<file path="src/rtl/bclk_pkg.sv">
package bclk_pkg;
  parameter int unsigned DIV_W  = 8;
  parameter int unsigned FRAC_W = 6;
  parameter int unsigned N_SRC  = 4;
  localparam int unsigned SRC_W = $clog2(N_SRC);
  localparam int unsigned LEN_W = DIV_W + 1;

  // Pattern description for one group of output periods.
  typedef struct packed {
    logic [DIV_W-1:0]  base;        // clamped short length N
    logic [FRAC_W-1:0] reps;        // z: repetitions of the nested unit
    logic [FRAC_W-1:0] run;         // x: majority periods inside one unit
    logic [FRAC_W-1:0] tail;        // y: trailing majority periods
    logic              long_major;  // majority periods are the long ones
  } pat_cfg_t;
endpackage

</file>
<file path="src/rtl/bclk_src_pick.sv">
module bclk_src_pick
  import bclk_pkg::*;
(
  input  logic [SRC_W-1:0] sel_i,
  input  logic [N_SRC-1:0] tick_i,
  output logic             tick_o
);
  logic [N_SRC-1:0] hit;

  for (genvar k = 0; k < N_SRC; k++) begin : g_dec
    assign hit[k] = tick_i[k] && (sel_i == SRC_W'(k));
  end

  assign tick_o = |hit;
endmodule

</file>
<file path="src/rtl/bclk_pat_cfg.sv">
module bclk_pat_cfg
  import bclk_pkg::*;
(
  input  logic [DIV_W-1:0]  div_i,
  input  logic [FRAC_W-1:0] den_i,
  input  logic [FRAC_W-1:0] num_i,
  output pat_cfg_t          cfg_o
);
  localparam logic [DIV_W-1:0] MIN_DIV = DIV_W'(2);

  logic              frac_on;
  logic              upper_half;
  logic [FRAC_W-1:0] short_cnt;
  logic [FRAC_W-1:0] minor;
  logic [FRAC_W-1:0] major;
  logic [FRAC_W-1:0] run_v;

  always_comb begin
    cfg_o      = '0;
    cfg_o.base = (div_i < MIN_DIV) ? MIN_DIV : div_i;
    frac_on    = (num_i != '0) && (num_i < den_i);
    short_cnt  = den_i - num_i;
    // 2b > a selects the mirrored arrangement
    upper_half = ({1'b0, num_i} << 1) > {1'b0, den_i};
    minor      = upper_half ? short_cnt : num_i;
    major      = upper_half ? num_i : short_cnt;
    run_v      = '0;
    if (frac_on) begin
      run_v            = major / minor;
      cfg_o.reps       = minor;
      cfg_o.run        = run_v;
      cfg_o.tail       = major - minor * run_v;
      cfg_o.long_major = upper_half;
    end else begin
      // integer mode: a group of one short period
      cfg_o.reps       = '0;
      cfg_o.run        = '0;
      cfg_o.tail       = FRAC_W'(1);
      cfg_o.long_major = 1'b0;
    end
  end
endmodule

</file>
<file path="src/rtl/bclk_pat_seq.sv">
module bclk_pat_seq
  import bclk_pkg::*;
(
  input  logic             clk_i,
  input  logic             rst_ni,
  input  logic             clear_i,
  input  logic             adv_i,
  input  pat_cfg_t         cfg_new_i,
  output logic [LEN_W-1:0] len_o
);
  localparam logic [FRAC_W-1:0] F_ONE = FRAC_W'(1);

  pat_cfg_t          cfg_q, cfg_d, cfg_use;
  logic              start_q, start_d;
  logic              in_tail_q, in_tail_d, in_tail_c;
  logic [FRAC_W-1:0] rep_q, rep_d, rep_c;
  logic [FRAC_W-1:0] elem_q, elem_d, elem_c;
  logic [FRAC_W-1:0] tail_q, tail_d, tail_c;
  logic              minor_pick, long_pick;

  // Position of the period that starts on the next advance.
  always_comb begin
    cfg_use   = start_q ? cfg_new_i : cfg_q;
    in_tail_c = start_q ? (cfg_use.reps == '0) : in_tail_q;
    rep_c     = start_q ? '0 : rep_q;
    elem_c    = start_q ? '0 : elem_q;
    tail_c    = start_q ? '0 : tail_q;
    if (in_tail_c)
      minor_pick = 1'b0;
    else if (cfg_use.long_major)
      minor_pick = (elem_c == '0);
    else
      minor_pick = (elem_c == cfg_use.run);
    long_pick = minor_pick ^ cfg_use.long_major;
    len_o     = {1'b0, cfg_use.base} + LEN_W'(long_pick);
  end

  // Next-state: step through units, then the tail, then wrap.
  always_comb begin
    cfg_d     = cfg_q;
    start_d   = start_q;
    in_tail_d = in_tail_q;
    rep_d     = rep_q;
    elem_d    = elem_q;
    tail_d    = tail_q;
    if (clear_i) begin
      start_d   = 1'b1;
      in_tail_d = 1'b0;
      rep_d     = '0;
      elem_d    = '0;
      tail_d    = '0;
    end else if (adv_i) begin
      cfg_d     = cfg_use;
      start_d   = 1'b0;
      in_tail_d = in_tail_c;
      rep_d     = rep_c;
      elem_d    = elem_c;
      tail_d    = tail_c;
      if (in_tail_c) begin
        if (tail_c == cfg_use.tail - F_ONE) start_d = 1'b1;
        else tail_d = tail_c + F_ONE;
      end else if (elem_c == cfg_use.run) begin
        elem_d = '0;
        if (rep_c == cfg_use.reps - F_ONE) begin
          rep_d = '0;
          if (cfg_use.tail == '0) begin
            start_d = 1'b1;
          end else begin
            in_tail_d = 1'b1;
            tail_d    = '0;
          end
        end else begin
          rep_d = rep_c + F_ONE;
        end
      end else begin
        elem_d = elem_c + F_ONE;
      end
    end
  end

  always_ff @(posedge clk_i or negedge rst_ni) begin
    if (!rst_ni) begin
      cfg_q     <= '0;
      start_q   <= 1'b1;
      in_tail_q <= 1'b0;
      rep_q     <= '0;
      elem_q    <= '0;
      tail_q    <= '0;
    end else if (clear_i || adv_i) begin
      cfg_q     <= cfg_d;
      start_q   <= start_d;
      in_tail_q <= in_tail_d;
      rep_q     <= rep_d;
      elem_q    <= elem_d;
      tail_q    <= tail_d;
    end
  end

  // the latched pattern only moves when a period starts
  a_r10_cfg_hold: assert property (@(posedge clk_i) disable iff (!rst_ni)
    !adv_i |=> $stable(cfg_q));
  // the tail index stays within the tail length
  a_r2_tail_range: assert property (@(posedge clk_i) disable iff (!rst_ni)
    (!start_q && in_tail_q) |-> (tail_q < cfg_q.tail));
  // unit counters stay inside the unit and repetition counts
  a_r3_unit_range: assert property (@(posedge clk_i) disable iff (!rst_ni)
    (!start_q && !in_tail_q) |-> ((elem_q <= cfg_q.run) && (rep_q < cfg_q.reps)));
endmodule

</file>
<file path="src/rtl/bclk_period.sv">
module bclk_period
  import bclk_pkg::*;
(
  input  logic             clk_i,
  input  logic             rst_ni,
  input  logic             clear_i,
  input  logic             tick_i,
  input  logic [LEN_W-1:0] len_i,
  output logic             start_o,
  output logic             clk_o,
  output logic             edge_o
);
  localparam logic [LEN_W-1:0] L_ONE = LEN_W'(1);
  localparam logic [LEN_W-1:0] L_MIN = LEN_W'(2);

  logic             run_q, run_d;
  logic [LEN_W-1:0] cnt_q, cnt_d;
  logic [LEN_W-1:0] len_q, len_d;
  logic             clk_q, clk_d;
  logic             edge_q, edge_d;

  always_comb begin
    start_o = tick_i && (!run_q || (cnt_q == len_q - L_ONE));
    run_d   = run_q;
    cnt_d   = cnt_q;
    len_d   = len_q;
    edge_d  = 1'b0;
    if (clear_i) begin
      run_d = 1'b0;
      cnt_d = '0;
      len_d = '0;
    end else if (tick_i) begin
      run_d = 1'b1;
      if (start_o) begin
        cnt_d = '0;
        len_d = len_i;
      end else begin
        cnt_d = cnt_q + L_ONE;
      end
      edge_d = start_o;
    end
    clk_d = run_d && (cnt_d < (len_d >> 1));
  end

  always_ff @(posedge clk_i or negedge rst_ni) begin
    if (!rst_ni) begin
      run_q  <= 1'b0;
      cnt_q  <= '0;
      len_q  <= '0;
      clk_q  <= 1'b0;
      edge_q <= 1'b0;
    end else if (clear_i || tick_i || edge_q) begin
      run_q  <= run_d;
      cnt_q  <= cnt_d;
      len_q  <= len_d;
      clk_q  <= clk_d;
      edge_q <= edge_d;
    end
  end

  assign clk_o  = clk_q;
  assign edge_o = edge_q;

  // the period pulse lasts one cycle and coincides with the high phase
  a_r7_edge_single: assert property (@(posedge clk_i) disable iff (!rst_ni)
    edge_q |=> !edge_q);
  a_r7_edge_high: assert property (@(posedge clk_i) disable iff (!rst_ni)
    edge_q |-> clk_q);
  // no running period is shorter than two ticks
  a_r6_len_floor: assert property (@(posedge clk_i) disable iff (!rst_ni)
    run_q |-> (len_q >= L_MIN));
  // without a tick the divider holds its place
  a_r8_hold: assert property (@(posedge clk_i) disable iff (!rst_ni)
    (!tick_i && !clear_i) |=> ($stable(cnt_q) && $stable(clk_q) && !edge_q));
  // leaving the active state returns to idle
  a_r9_clear: assert property (@(posedge clk_i) disable iff (!rst_ni)
    clear_i |=> (!run_q && !clk_q));
endmodule

</file>
<file path="src/rtl/bclk_frac_div.sv">
module bclk_frac_div
  import bclk_pkg::*;
(
  input  logic              clk_i,
  input  logic              rst_ni,
  input  logic [SRC_W-1:0]  src_sel_i,
  input  logic [N_SRC-1:0]  src_tick_i,
  input  logic              gate_en_i,
  input  logic              active_i,
  input  logic [DIV_W-1:0]  div_n_i,
  input  logic [FRAC_W-1:0] den_a_i,
  input  logic [FRAC_W-1:0] num_b_i,
  output logic              bclk_o,
  output logic              edge_o
);
  logic [1:0]       rst_sync_q;
  logic             rst_n_int;
  logic             tick_sel;
  logic             tick_run;
  logic             clear;
  logic             start;
  logic             clk_raw;
  logic             edge_raw;
  logic [LEN_W-1:0] next_len;
  pat_cfg_t         cfg_live;

  // asynchronous assertion, synchronous release
  always_ff @(posedge clk_i or negedge rst_ni) begin
    if (!rst_ni) rst_sync_q <= 2'b00;
    else         rst_sync_q <= {rst_sync_q[0], 1'b1};
  end
  assign rst_n_int = rst_sync_q[1];

  bclk_src_pick u_pick (
    .sel_i  (src_sel_i),
    .tick_i (src_tick_i),
    .tick_o (tick_sel)
  );

  assign clear    = !active_i;
  assign tick_run = active_i && gate_en_i && tick_sel;

  bclk_pat_cfg u_cfg (
    .div_i (div_n_i),
    .den_i (den_a_i),
    .num_i (num_b_i),
    .cfg_o (cfg_live)
  );

  bclk_pat_seq u_seq (
    .clk_i     (clk_i),
    .rst_ni    (rst_n_int),
    .clear_i   (clear),
    .adv_i     (start),
    .cfg_new_i (cfg_live),
    .len_o     (next_len)
  );

  bclk_period u_per (
    .clk_i   (clk_i),
    .rst_ni  (rst_n_int),
    .clear_i (clear),
    .tick_i  (tick_run),
    .len_i   (next_len),
    .start_o (start),
    .clk_o   (clk_raw),
    .edge_o  (edge_raw)
  );

  assign bclk_o = clk_raw && gate_en_i && active_i;
  assign edge_o = edge_raw && gate_en_i && active_i;

  // with no selected tick the divider outputs do not start a period
  a_r1_no_foreign_edge: assert property (@(posedge clk_i) disable iff (!rst_n_int)
    (!tick_sel && !edge_raw) |=> !edge_raw);
endmodule

</file>
<file path="config.mk">
export PLATFORM = sky130hd
export DESIGN_NAME = bclk_frac_div
export DESIGN_NICKNAME = d
export VERILOG_FILES = /design/src/rtl/bclk_pkg.sv /design/src/rtl/bclk_src_pick.sv /design/src/rtl/bclk_pat_cfg.sv /design/src/rtl/bclk_pat_seq.sv /design/src/rtl/bclk_period.sv /design/src/rtl/bclk_frac_div.sv
export SDC_FILE = /design/constraint.sdc
export NUM_CORES = 1
export LEC_CHECK = 0
export CORE_ASPECT_RATIO = 0.9
export CORE_UTILIZATION = 55
export CTS_CLUSTER_DIAMETER = 30
export DETAILED_ROUTE_END_ITERATION = 10
export PLACE_DENSITY = 0.78
export SLEW_MARGIN = 30
export SYNTH_ARGS = -nofsm -noshare
export SYNTH_HDL_FRONTEND = slang
export SYNTH_SLANG_ARGS = --single-unit
</file>
<file path="constraint.sdc">
create_clock -name clk_i -period 2.2 [get_ports clk_i]
set_input_delay 0.44 -clock clk_i [delete_from_list [all_inputs] [get_ports clk_i]]
set_output_delay 0.44 -clock clk_i [all_outputs]
set_load 0.02 [all_outputs]
</file>
==> results of run 1 <==
## timing repair
action                                  in CTS
pin swaps                                   91
gates resized for setup                    204
endpoints found under the setup margin      68
buffers inserted                           116
## cell families after synthesis
family / count (synthesis)
buffers and inverters: 91
and+or+nand+nor: 310
other: 1
muxes: 22
AOI/OAI and AO/OA: 243
DFF: 70
adders and majority gates: 68
xor gates and xnor gates: 69
## synth_stat cells, types with 12 or more instances
library cell | number | area share
nand2_1 | 80 | 0.042
xnor2_1 | 41 | 0.050
nand4_1 | 12 | 0.010
nand2b_1 | 12 | 0.010
nor2b_1 | 15 | 0.013
a21oi_1 | 54 | 0.037
o21ai_0 | 53 | 0.037
dfrtp_1 | 69 | 0.24
nor3_1 | 18 | 0.012
nand3_1 | 23 | 0.016
clkbuf_1 | 22 | 0.011
ha_1 | 60 | 0.10
nor2_1 | 86 | 0.045
xor2_1 | 27 | 0.033
inv_1 | 56 | 0.029
## layer usage
layer	overflow	track usage
met1	10	0.957
met2	1189	1.43
met3	23	0.860
met4	315	1.19
met5	4	0.578
## through the flow
stage	area, um^2	setup WS (ns)	instances
floorplan	7610	-9.40	874
global placement	10000	-10.08	1315
detailed placement	10000	-10.63	1315
CTS	11600	-9.46	1386
==> impl_metrics.ini, run 1 <==
[global_route]
grt_max_degree = 69
globalRouteOverflowTotal = 1541
track_usage = 1.09

[logic_synthesis]
synth_area_per_cell_um2 = 8.25
synth_compound_area_frac = 0.238
synth-edff-count = 0
synth_cell_types = 97
ys.flop_type = dfrtp_1
yosysWarnings = 0
netlist_area_um2 = 7210
synth-seq-cells = 70
synthMuxAreaShare = 0.0342
synthAdderAreaFrac = 0.126
ys_async_sr_fraction = 1.00
yosys.area_share.simple = 0.221
synth-xor-area-share = 0.0859
synth_fp_nets = 972
syn_inst = 874
synth_top_family_by_area = compound AO/OA/AOI/OAI gates
synth-seq-area-share = 0.243

[clock_network]
htreeDepth = 3
ctsRootBufferMaster = clkbuf_16
cts_buffers = 9
cts_buffer_depth = 2
ctsHoldBuffers = 0
cts.sinks = 70

[status]
stop_stage = global routing
status = aborted with a tool error
error_line = [ERROR GRT-0232] Routing congestion too high. Check the congestion heatmap in the GUI.

[floorplan]
rows = 39
fp.dieH_um = 111
die-width_um = 123
initial_utilization = 0.566
io_pins = 32

[placement]
dpl.hpwl_um = 18700
port_buffers = 31
place.gp.congestion = 0.955
==> inputs of run 2 (changes only) <==
--- a/config.mk
+++ b/config.mk
@@ -5,11 +5,9 @@
 export SDC_FILE = /design/constraint.sdc
 export NUM_CORES = 1
 export LEC_CHECK = 0
-export CORE_ASPECT_RATIO = 0.9
-export CORE_UTILIZATION = 55
-export CTS_CLUSTER_DIAMETER = 30
+export CORE_UTILIZATION = 40
 export DETAILED_ROUTE_END_ITERATION = 10
-export PLACE_DENSITY = 0.78
+export PLACE_DENSITY_LB_ADDON = 0.15
 export SLEW_MARGIN = 30
 export SYNTH_ARGS = -nofsm -noshare
 export SYNTH_HDL_FRONTEND = slang
==> constraint.sdc (replaced) <==
create_clock -name clk_i -period 2.9 [get_ports clk_i]
set_input_delay 0.58 -clock clk_i [delete_from_list [all_inputs] [get_ports clk_i]]
set_output_delay 0.58 -clock clk_i [all_outputs]
set_load 0.02 [all_outputs]
==> impl_metrics.ini, run 2 <==
[sta]
skew_ns = 0.00475
finalHoldViolCount = 0
tightestPinTransition_ns = 0.667
fmax_mhz = 83.4
worst_slack_ns = -9.10
fin_crit_sh = 4.14
setup_viol = 48
report.final.slew_viol_count = 0
slew_headroom = 0.556
hold_ws_ns = 0.348
min_period_ns = 12.00
rsz0062_at_grt = true

[logic_synthesis]
yosysTopAreaCellShare = 0.239
yosys-top-cells-count = nor2_1, nand2_1, dfrtp_1
synth_cell_types = 97
syn_inst = 874
synth_fp_nets = 972
synth-seq-area-share = 0.243
synth_top_area_cell = dfrtp_1
synth-seq-cells = 70
yosysWarnings = 0
synth-edff-count = 0
netlist_area_um2 = 7210
netlist_top_cells_area = dfrtp_1, ha_1, xnor2_1
yosysMostFrequentCell = nor2_1
synth_area_per_cell_um2 = 8.25
ys_async_sr_fraction = 1.00
ys.flop_type = dfrtp_1

[floorplan]
rows = 48
io_pins = 32
fp.dieH_um = 136
die-width_um = 136
initial_utilization = 0.413
core-area_um2 = 17500
die_area_um2 = 18600

[finish]
top_register = u_seq.cfg_q
postLayoutCellArea_um2 = 11600
diodes = 0
drive_above_1_share = 0.453
mostFrequentLayoutCell = buf_4
syn2layout_area_growth_pct = 60.3
stdcell_count = 1427
fillers = 1388
reg.largest.list = u_seq.cfg_q x27, u_per.cnt_q x9, u_per.len_q x9
regArea_um2 = 1760
final_util = 0.662
nets = 1295
largest_reg_flops = 27
multiInputGateArea_um2 = 6170
most-common-layout-cells = buf_4, nor2_1, nand2_1, dfrtp_1, inv_1

[drt]
first_pass_iters = 5
num_vias = 7938
routedWlPerCell_um = 17.6
drc_errors = 0
ant_nets = 0
routed_via_density = 5.56
drt_wl_total_um = 25100
drt_iter0_drc = 525

[clock_network]
clk_pin_slew_ns = 0.05
cts_buffer_depth = 2
htreeDepth = 3
ctsHoldBuffers = 0
cts.sinks = 70
cts_tree = built
ctsRootBufferMaster = clkbuf_16
cts_buffers = 9
clk_latency_ns = 0.33

[global_route]
grt_pass1_vias = 7246
track_usage = 0.256
grt_max_degree = 69
grt_pass1_wl_um = 37200
antenna_found_initial = 0
globalRouteOverflowTotal = 0

[setup_path]
crit_slowest_cell = fa_1
critical_path_arrival_ns = 12.21
r2r_slack_ns = -1.90
critical-path-max-stage-delay_ns = 0.57
cpMostUsedCell = o21a_1
crit_start = num_b_i[5]
required_ns = 3.12
cp-start-kind = input port
r2r-start = u_seq.start_q
worstPathMaxFanout = 7
critPathCaptureType = register
crit_type = input port to register

[placement]
place.gp.congestion = 0.896
placedInstanceArea_um2 = 9850
dpl.hpwl_um = 17800
port_buffers = 31
place_inst = 1360

[status]
violations = negative setup slack
status = finished, violations left

[flow_run]
maxCapViolCount = 0

[power_and_ir_drop]
finalPower_w = 0.0111
leakage_nw = 5.23
max-vdd-ir-drop_v = 0.000778
cellPowerDensity_nw_per_um2 = 961

[worst_hold_path]
worstHoldStart = rst_sync_q[0]
min_path_type = register to register
## run 2: cell counts after synthesis
Identical to the previous run, type by type.
## run 2: power breakdown
| part | leakage, nW | switching (W) | internal (W) |
|---|---|---|---|
| sequential | 0.920 | 0.000119 | 0.00114 |
| clock | 0.139 | 0.000408 | 0.000594 |
| combinational | 4.17 | 0.00425 | 0.00460 |
## run 2: logic make-up (layout without fill, tap and decap cells)
group / count (synthesis) / after routing / synth area share
muxes: 22 / 22 / 0.0342
AOI/OAI and AO/OA: 243 / 243 / 0.238
adders and majority gates: 68 / 68 / 0.126
and+or+nand+nor: 310 / 310 / 0.221
DFF: 70 / 70 / 0.243
xor gates and xnor gates: 69 / 69 / 0.0859
other: 1 / 1 / 0.000520
buffers and inverters: 91 / 419 / 0.0508
## run 2: final timing paths
check / cells past startpoint / end
setup / recovery: 57 / u_seq.tail_q[4]
hold / removal: 0 / rst_sync_q[1]
setup reg to reg: 23 / u_per.clk_o
hold reg to reg: 0 / rst_sync_q[1]
max in group asynchronous: 1 / u_per.len_q[0]
min in group asynchronous: 1 / u_seq.cfg_q[19]
## run 2: final cells by class
class | count | share of cell area
flip-flops and latches | 70 | 0.152
multi-input cells | 713 | 0.534
clock buffers | 11 | 0.0210
inverters | 57 | 0.0207
well taps | 225 | 0.0244
repair buffers | 346 | 0.246
clock inverters | 5 | 0.00216
## run 2: timing repair
item | CTS | global route
endpoints found under the setup margin | 55 | 50
resized for setup | 52 | 184
gates cloned | 0 | 2
pin swaps | 40 | 83
buffers inserted | 15 | 37
## run 2: routing by layer
metal,vias up,wire (um),global-route usage
met5,-,0,0
met4,0,497,0.0525
met3,43,1180,0.0429
met2,215,11500,0.380
met1,3854,11900,0.382
li1,3826,-,-
## run 2: stage by stage
step	setup TNS (ns)	worst slack, ns
finish	-278.43	-9.10
global placement	-302.07	-9.70
CTS	-272.94	-9.09
detailed placement	-314.14	-10.02
global route	-300.13	-9.66
floorplan	-260.55	-8.85
## run 2: worst max-delay path, delay by kind of cell
kind	cells	cell delay, ns
compound gates	23	4.24
xor+xnor	4	0.70
fa+ha+maj	11	3.62
buf+inv	4	0.53
mux	3	0.62
simple gates	12	1.94
(Power assumes the default switching activity.)
